## src/rtl/wps_pkg.sv

```systemverilog
package wps_pkg;
  localparam int BYTE_W = 8;
  localparam logic [BYTE_W-1:0] VCO_CODE   = 8'h00;
  localparam logic [BYTE_W-1:0] TRAIN_CODE = 8'h93;
  localparam logic [BYTE_W-1:0] MARK1_CODE = 8'h1F;
  localparam logic [BYTE_W-1:0] MARK_CODE  = 8'h69;
  localparam logic [BYTE_W-1:0] AUTO_CODE  = 8'hFF;

  typedef enum logic [1:0] {
    PH_VCO   = 2'd0,
    PH_TRAIN = 2'd1,
    PH_MARK  = 2'd2,
    PH_DATA  = 2'd3
  } phase_e;

  typedef enum logic [2:0] {
    ST_VCO,
    ST_TRAIN,
    ST_DS_PROP,
    ST_DS_TAIL,
    ST_AUTO,
    ST_DATA
  } st_e;
endpackage

```

## src/rtl/wps_trig_det.sv

```systemverilog
module wps_trig_det
  import wps_pkg::*;
(
  input  logic [BYTE_W-1:0] nrz_i,
  output logic              hit_train_o,
  output logic              hit_mark1_o,
  output logic              hit_mark_o,
  output logic              hit_auto_o
);
  assign hit_train_o = (nrz_i == TRAIN_CODE);
  assign hit_mark1_o = (nrz_i == MARK1_CODE);
  assign hit_mark_o  = (nrz_i == MARK_CODE);
  assign hit_auto_o  = (nrz_i == AUTO_CODE);
endmodule

```

## src/rtl/wps_auto_cnt.sv

```systemverilog
module wps_auto_cnt #(
  parameter int LEN = 5
) (
  input  logic clk_i,
  input  logic rst_ni,
  input  logic ld_i,
  input  logic inc_i,
  output logic done_o
);
  localparam int CW = $clog2(LEN + 1);
  logic [CW-1:0] cnt_q;

  always_ff @(posedge clk_i or negedge rst_ni) begin
    if (!rst_ni)    cnt_q <= '0;
    else if (ld_i)  cnt_q <= CW'(1);
    else if (inc_i) cnt_q <= cnt_q + CW'(1);
  end

  assign done_o = (cnt_q == CW'(LEN));
endmodule

```

## src/rtl/wps_ctrl.sv

```systemverilog
module wps_ctrl
  import wps_pkg::*;
(
  input  logic              clk_i,
  input  logic              rst_ni,
  input  logic              byte_en_i,
  input  logic              wg_i,
  input  logic [BYTE_W-1:0] nrz_i,
  input  logic              semi_auto_i,
  input  logic              dual_sync_i,
  input  logic              preset_en_i,
  input  logic              pc_pol_i,
  input  logic              hit_train_i,
  input  logic              hit_mark1_i,
  input  logic              hit_mark_i,
  input  logic              hit_auto_i,
  input  logic              cnt_done_i,
  output logic              cnt_ld_o,
  output logic              cnt_inc_o,
  output logic [BYTE_W-1:0] out_byte_o,
  output phase_e            phase_o,
  output logic              data_valid_o,
  output logic              pc_init_stb_o,
  output logic              pc_init_val_o
);
  st_e               st_q, st_d;
  logic [BYTE_W-1:0] byte_d;
  phase_e            ph_d;
  logic              stb_d, ld_d, inc_d;

  always_comb begin
    st_d   = st_q;
    byte_d = TRAIN_CODE;
    ph_d   = PH_TRAIN;
    stb_d  = 1'b0;
    ld_d   = 1'b0;
    inc_d  = 1'b0;
    unique case (st_q)
      ST_VCO: begin
        if (semi_auto_i ? hit_auto_i : hit_train_i) begin
          st_d  = semi_auto_i ? ST_AUTO : ST_TRAIN;
          ld_d  = semi_auto_i;
          stb_d = preset_en_i;
        end else begin
          byte_d = VCO_CODE;
          ph_d   = PH_VCO;
        end
      end
      ST_TRAIN: begin
        if (!dual_sync_i && hit_mark_i) begin
          byte_d = MARK_CODE;
          ph_d   = PH_MARK;
          st_d   = ST_DATA;
        end else if (dual_sync_i && hit_mark1_i) begin
          byte_d = MARK1_CODE;
          ph_d   = PH_MARK;
          st_d   = ST_DS_PROP;
        end
      end
      ST_DS_PROP: st_d = ST_DS_TAIL;
      ST_DS_TAIL: begin
        if (hit_mark_i) begin
          byte_d = MARK_CODE;
          ph_d   = PH_MARK;
          st_d   = ST_DATA;
        end
      end
      ST_AUTO: begin
        if (cnt_done_i) begin
          byte_d = MARK_CODE;
          ph_d   = PH_MARK;
          st_d   = ST_DATA;
        end else begin
          inc_d = 1'b1;
        end
      end
      ST_DATA: begin
        byte_d = nrz_i;
        ph_d   = PH_DATA;
      end
      default: st_d = ST_VCO;
    endcase
  end

  assign cnt_ld_o  = wg_i && byte_en_i && ld_d;
  assign cnt_inc_o = wg_i && byte_en_i && inc_d;

  always_ff @(posedge clk_i or negedge rst_ni) begin
    if (!rst_ni) begin
      st_q          <= ST_VCO;
      out_byte_o    <= VCO_CODE;
      phase_o       <= PH_VCO;
      data_valid_o  <= 1'b0;
      pc_init_stb_o <= 1'b0;
      pc_init_val_o <= 1'b0;
    end else begin
      pc_init_stb_o <= 1'b0;
      if (!wg_i) begin
        st_q         <= ST_VCO;
        out_byte_o   <= VCO_CODE;
        phase_o      <= PH_VCO;
        data_valid_o <= 1'b0;
      end else if (byte_en_i) begin
        st_q          <= st_d;
        out_byte_o    <= byte_d;
        phase_o       <= ph_d;
        data_valid_o  <= (ph_d == PH_DATA);
        pc_init_stb_o <= stb_d;
        if (stb_d) pc_init_val_o <= pc_pol_i;
      end
    end
  end
endmodule

```

## src/rtl/wr_preamble_seq.sv

```systemverilog
module wr_preamble_seq
  import wps_pkg::*;
#(
  parameter int AUTO_TRAIN_LEN = 5
) (
  input  logic              clk_i,
  input  logic              rst_ni,
  input  logic              byte_en_i,
  input  logic              wg_i,
  input  logic [BYTE_W-1:0] nrz_i,
  input  logic              semi_auto_i,
  input  logic              dual_sync_i,
  input  logic              test_mode_i,
  input  logic              pc_preset_dis_i,
  input  logic              pc_pol_i,
  output logic [BYTE_W-1:0] out_byte_o,
  output logic [1:0]        phase_o,
  output logic              data_valid_o,
  output logic              pc_init_stb_o,
  output logic              pc_init_val_o
);
  logic   hit_train, hit_mark1, hit_mark, hit_auto;
  logic   cnt_ld, cnt_inc, cnt_done;
  phase_e phase;

  wps_trig_det u_det (
    .nrz_i       (nrz_i),
    .hit_train_o (hit_train),
    .hit_mark1_o (hit_mark1),
    .hit_mark_o  (hit_mark),
    .hit_auto_o  (hit_auto)
  );

  wps_auto_cnt #(.LEN(AUTO_TRAIN_LEN)) u_cnt (
    .clk_i  (clk_i),
    .rst_ni (rst_ni),
    .ld_i   (cnt_ld),
    .inc_i  (cnt_inc),
    .done_o (cnt_done)
  );

  wps_ctrl u_ctrl (
    .clk_i         (clk_i),
    .rst_ni        (rst_ni),
    .byte_en_i     (byte_en_i),
    .wg_i          (wg_i),
    .nrz_i         (nrz_i),
    .semi_auto_i   (semi_auto_i),
    .dual_sync_i   (dual_sync_i),
    .preset_en_i   (!test_mode_i && !pc_preset_dis_i),
    .pc_pol_i      (pc_pol_i),
    .hit_train_i   (hit_train),
    .hit_mark1_i   (hit_mark1),
    .hit_mark_i    (hit_mark),
    .hit_auto_i    (hit_auto),
    .cnt_done_i    (cnt_done),
    .cnt_ld_o      (cnt_ld),
    .cnt_inc_o     (cnt_inc),
    .out_byte_o    (out_byte_o),
    .phase_o       (phase),
    .data_valid_o  (data_valid_o),
    .pc_init_stb_o (pc_init_stb_o),
    .pc_init_val_o (pc_init_val_o)
  );

  assign phase_o = phase;
endmodule

```

## config.mk

```make
export PLATFORM = sky130hd
export DESIGN_NAME = wr_preamble_seq
export DESIGN_NICKNAME = d
export VERILOG_FILES = /design/src/rtl/wps_pkg.sv /design/src/rtl/wps_trig_det.sv /design/src/rtl/wps_auto_cnt.sv /design/src/rtl/wps_ctrl.sv /design/src/rtl/wr_preamble_seq.sv
export SDC_FILE = /design/constraint.sdc
export NUM_CORES = 1
export LEC_CHECK = 0
export ABC_CLOCK_PERIOD_IN_PS = 2840
export BUFFER_PORTS_ARGS = -buffer_cell sky130_fd_sc_hd__buf_2
export CAP_MARGIN = 20
export CORE_MARGIN = 5
export CORE_UTILIZATION = 56
export DETAILED_ROUTE_END_ITERATION = 8
export PLACE_DENSITY = 0.82
export SYNTH_ARGS = -nofsm -noshare
export SYNTH_HDL_FRONTEND = slang
export SYNTH_HIERARCHICAL = 1
export SYNTH_SLANG_ARGS = --single-unit
```

## constraint.sdc

```tcl
create_clock -name clk_i -period 2.84 [get_ports clk_i]
set_clock_uncertainty 0.15 [all_clocks]
set_input_delay 0.426 -clock clk_i [delete_from_list [all_inputs] [get_ports clk_i]]
set_output_delay 0.426 -clock clk_i [all_outputs]
set_load 0.05 [all_outputs]
```

# After elaboration in Yosys (flattened, before gate mapping)
# Cells that the tools add are included.
[totals]
regBits = 19
in_bits = 17
out_inout_bits = 13
word_cells = 76
[classes]
addsub = 1
n_eq_ne = 17
mux = 38
n_reduce_logical = 13
[op_table]
columns = ["cell", "count"]
rows = [
  ["$mux W8", 7],
  ["$pmux W8 S5", 1],
  ["$mux W3", 10],
  ["$pmux W3 S6", 1],
  ["$eq A8 B8 Y1 const B", 2],
  ["$mux W1", 12],
  ["$mux W2", 6],
  ["$pmux W2 S5", 1],
  ["$eq A3 B3 Y1 const B", 3],
  ["$eq A8 B5 Y1 const B", 1],
  ["$eq A8 B7 Y1 const B", 1],
  ["$eq A3 B2 Y1 const B", 2],
  ["$logic_and A1 B1 Y1", 6],
  ["$ne A3 B2 Y1 const B", 2],
  ["$reduce_and A6 Y1", 1],
  ["$ne A2 B2 Y1 const B", 2],
  ["$ne A4 B2 Y1 const B", 1],
  ["$add A3 B1 Y3 const B", 1],
  ["$eq A3 B1 Y1 const B", 1],
  ["$logic_not A1 Y1", 3],
  ["$logic_not A3 Y1", 1],
  ["$ne A3 B3 Y1 const B", 1],
  ["$reduce_and A3 Y1", 1],
  ["$eq A2 B2 Y1 const B", 1],
  ["$reduce_bool A2 Y1", 1],
]

# Depth between registers and ports, before layout
[logic_depth]
ltp_word = 8
depth_mapped = 7
ltp_nobuf = 7

# Cells and area by module
# Netlist, hierarchy kept.
[by_module_without_submodules]
columns = ["module", "instances", "cells_each", "area_per_inst_um2", "seq_area_each_um2"]
rows = [
  ["wps_ctrl", 1, 115, 1009.7, 400.4],
  ["wps_auto_cnt", 1, 14, 158.9, 75.1],
  ["wps_trig_det", 1, 11, 73.8, 0.0],
  ["wr_preamble_seq", 1, 1, 3.8, 0.0],
]

# Least setup slack after synthesis
# OpenSTA, ideal clock, no wires.
[synth_path]
kind = "input -> register"
start = "in nrz_i[1]"
end = "reg u_ctrl.st_q[1]"
setup_time_ps = 77
arrival_ps = 2039
t_required_ps = 2613
slack_ps = 573
cell_stages = 6
n_path_buf = 0
cell_sequence = "or4b_1 nor3_2 inv_1 o211a_1 or4_1 a21oi_1"
[synth_between]
elab_chain_len = 6
word_cells_on_any_way = 15
cone_classes = "eq/ne: 7; mux: 5; reduce/logical: 3"
[synth_rtl]
columns = ["element", "line", "rtl"]
rows = [
  ["from (decl)", "wr_preamble_seq.sv:10", "input logic [BYTE_W-1:0] nrz_i,"],
  ["$eq A8 B7 Y1 (*)", "wps_trig_det.sv:12", "assign hit_mark_o = (nrz_i == MARK_CODE);"],
  ["named net hit_mark", "wr_preamble_seq.sv:22", "logic hit_train, hit_mark1, hit_mark, hit_auto;"],
  ["$logic_and A1 B1 Y1", "wps_ctrl.sv:50", "if (!dual_sync_i && hit_mark_i) begin"],
  ["$mux W3", "wps_ctrl.sv:50", ""],
  ["$pmux W3 S6", "wps_ctrl.sv:38", "unique case (st_q)"],
  ["$mux W3", "wps_ctrl.sv:103", "end else if (byte_en_i) begin"],
  ["$mux W3", "wps_ctrl.sv:98", "if (!wg_i) begin"],
  ["to (signal assigned)", "wps_ctrl.sv:104", "st_q <= st_d;"],
  ["to (decl)", "wps_ctrl.sv:26", "st_e st_q, st_d;"],
]
# The timed path passes the listed nets; every way through them passes the cells marked *. The select of a mux whose other input is x is not followed.
# A chain may end at the register's enable or synchronous reset.

# Worst setup path after layout
# Ends and elaborated chain as after synthesis.

==> flow_summary.json <==
{
  "ys_warn_count": 6,
  "initialDrtViolationCount": 48,
  "slowest_delay_ns": 0.54,
  "cts_max_path_buffers": 2,
  "finalSetupViolations": 0,
  "post-route-period-util_pct": 78.8,
  "cts_resized": 0,
  "critPathBufInv": 2,
  "peakVddDrop_mv": 0.407,
  "p_per_area_nw_per_um2": 685,
  "die-area_sq_um": 3270,
  "crit_family": "simple AND/OR/NAND/NOR gates",
  "crit_type": "in2reg",
  "rsz0062_at_grt": "no",
  "drv_slew": 0,
  "ys_seq_elements": 19,
  "num_vias": 1240,
  "first_pass_iters": 4,
  "grt_pass1_wl_mm": 5.39,
  "syn-num-nets": 160,
  "status": "completed",
  "start_util_pct": 57.4,
  "cp-end-kind": "flip-flop",
  "synth_edf_count": 0,
  "drt-wirelength-per-cell_um": 16.3,
  "fin_setup_tns_ns": 0,
  "ys_types": 45,
  "place_hpwl_mm": 2.35,
  "n_antenna_cell": 0,
  "cp.required_ns": 2.91,
  "grt_pass1_vias": 1133,
  "final_common_cell": "buf_2",
  "cp.arrival_ns": 2.31,
  "syn_to_final_growth_pct": 15.3,
  "row_count": 17,
  "core_area_sq_um": 2170,
  "nNetsFinal": 189,
  "maxCapViolCount": 0,
  "cts_setup_buffers": 0,
  "p_leak_nw": 0.663,
  "timing.fmax_mhz": 447,
  "drt-total-wl_mm": 3.20,
  "hold_class": "in2reg",
  "ant_nets": 0,
  "die_x_um": 57.2,
  "cts-root-buf": "clkbuf_4",
  "yosysSeqAreaShare_pct": 38.2,
  "fp.dieH_um": 57.2,
  "ys_async_sr_fraction_pct": 100,
  "gp_congestion": 0.907,
  "synth_ff_type": "dfrtp_1",
  "synthesis.area_sq_um": 1250,
  "cp_max_fo": 4,
  "post_synth.cell_area_avg_sq_um": 8.84,
  "via_per_inst": 6.29,
  "grt_overflow": 0,
  "portBuffers": 29,
  "period_needed_ns": 2.24,
  "route.detailed.drc": 0,
  "cts_buffers": 3,
  "grt_usage_pct": 20.8,
  "mostFrequentLayoutCells": "buf_2, dfrtp_1, a21oi_1",
  "synthCells": 141,
  "grt_max_degree": 23,
  "htree_levels": 1,
  "clkLatencyLatePin_ns": 0.29,
  "antenna_found_initial": 0,
  "slew_headroom_pct": 48.2,
  "cp_cell_sequence": "buf_2 -> or4b_1 -> nor3_2 -> inv_1 -> o211a_1 -> or4_1 -> a21oi_1",
  "hold_buffers": 1,
  "ios": 30,
  "finalHoldViolCount": 0,
  "worst_slew_pin_slew_ns": 0.769,
  "clk_pin_slew_worst_paths_ns": 0.11,
  "cts_num_sinks": 19,
  "start_kind": "input port",
  "crit_slowest_cell": "or4b_1",
  "cts_tree": "yes",
  "layout-drive-gt1-share_pct": 24.3,
  "p_total_mw": 0.984
}
## sequential cells by signal, indices dropped and copies added, names as in the netlist
register,cells
u_ctrl/out_byte_o,8
u_cnt/cnt_q,3
u_ctrl/st_q,3
u_ctrl/phase_o,2
u_ctrl/data_valid_o,1
u_ctrl/pc_init_stb_o,1
u_ctrl/pc_init_val_o,1
## final timing paths
| check | startpoint | to | slack [ns] | depth (start not counted) |
|---|---|---|---|---|
| setup reg to reg | u_cnt/cnt_q[0]$_DFFE_PN0P_ | u_cnt/cnt_q[2]$_DFFE_PN0P_ | 0.65 | 6 |
| hold reg to reg | u_ctrl/phase_o[1]$_DFFE_PN0N_ | u_ctrl/phase_o[1]$_DFFE_PN0N_ | 0.33 | 2 |
| setup / recovery | nrz_i[1] | u_ctrl/st_q[1]$_DFFE_PN0P_ | 0.60 | 7 |
| min in group asynchronous | rst_ni | u_ctrl/data_valid_o$_DFFE_PN0N_ | 0.46 | 2 |
| hold / removal | pc_pol_i | u_ctrl/pc_init_val_o$_DFFE_PN0P_ | 0.21 | 2 |
| max in group asynchronous | rst_ni | u_ctrl/st_q[0]$_DFFE_PN0P_ | 1.78 | 2 |
## synth_stat cells, types with 2 or more instances
cell type	count	area [sq um]
dfrtp_1	19	475
a21oi_1	15	75.1
nand2_1	12	45.0
nor3_1	9	45.0
inv_1	7	26.3
nand2b_1	7	43.8
o21ai_0	7	35.0
nor2_1	6	22.5
a22o_1	4	35.0
buf_2	4	20.0
nand3_1	4	20.0
nand3b_1	3	22.5
nor2b_1	3	18.8
nor4_1	3	18.8
a211oi_1	2	15.0
a21o_1	2	15.0
and2_1	2	12.5
clkbuf_1	2	7.51
ha_1	2	25.0
o211ai_1	2	15.0
o31ai_1	2	15.0
## stage by stage
| step | instances | setup WS [ns] | instance area [sq um] | hold slack (ns) | util (%) |
|---|---|---|---|---|---|
| 2_1_floorplan | 141 | 0.573 | 1250 | -0.0196 | - |
| 3_3_place_gp | 192 | 0.400 | 1400 | 0.229 | 64.5 |
| 3_5_place_dp | 192 | 0.341 | 1400 | 0.244 | 64.5 |
| 4_1_cts | 197 | 0.635 | 1440 | 0.195 | 66.2 |
| 5_1_grt | 197 | 0.488 | 1440 | 0.183 | 66.2 |
| 6_report | 197 | 0.601 | 1440 | 0.205 | 66.2 |
## final cells by class
cell class	instances	area, sq um
fill	204	733
multi-input combinational	109	717
sequential	19	475
timing repair buffer	30	155
tap	28	35.0
inverter	7	26.3
clock buffer	3	22.5
clock inverter	1	5.00
## per-layer routing
metal	up-vias	wire length (um)	global-route usage, %
met5	-	0	0
met4	0	110	8.94
met3	12	308	4.52
met2	77	1480	33.9
met1	574	1300	26.5
li1	577	-	-
## cell families after synthesis
logic type,after synthesis,synth area share [%]
adders and majority gates,2,2.01
DFF,19,38.2
xor gates and xnor gates,1,0.703
and+or+nand+nor,60,28.9
AOI/OAI and AO/OA,44,23.9
buffers and inverters,13,4.32
muxes,2,2.01
## power by group
part | switching (mW) | total, mW | internal (mW)
registers | 0.0871 | 0.400 | 0.313
clock network | 0.0838 | 0.136 | 0.0524
logic | 0.270 | 0.448 | 0.178
No activity file was read; power rests on OpenSTA's default activity.
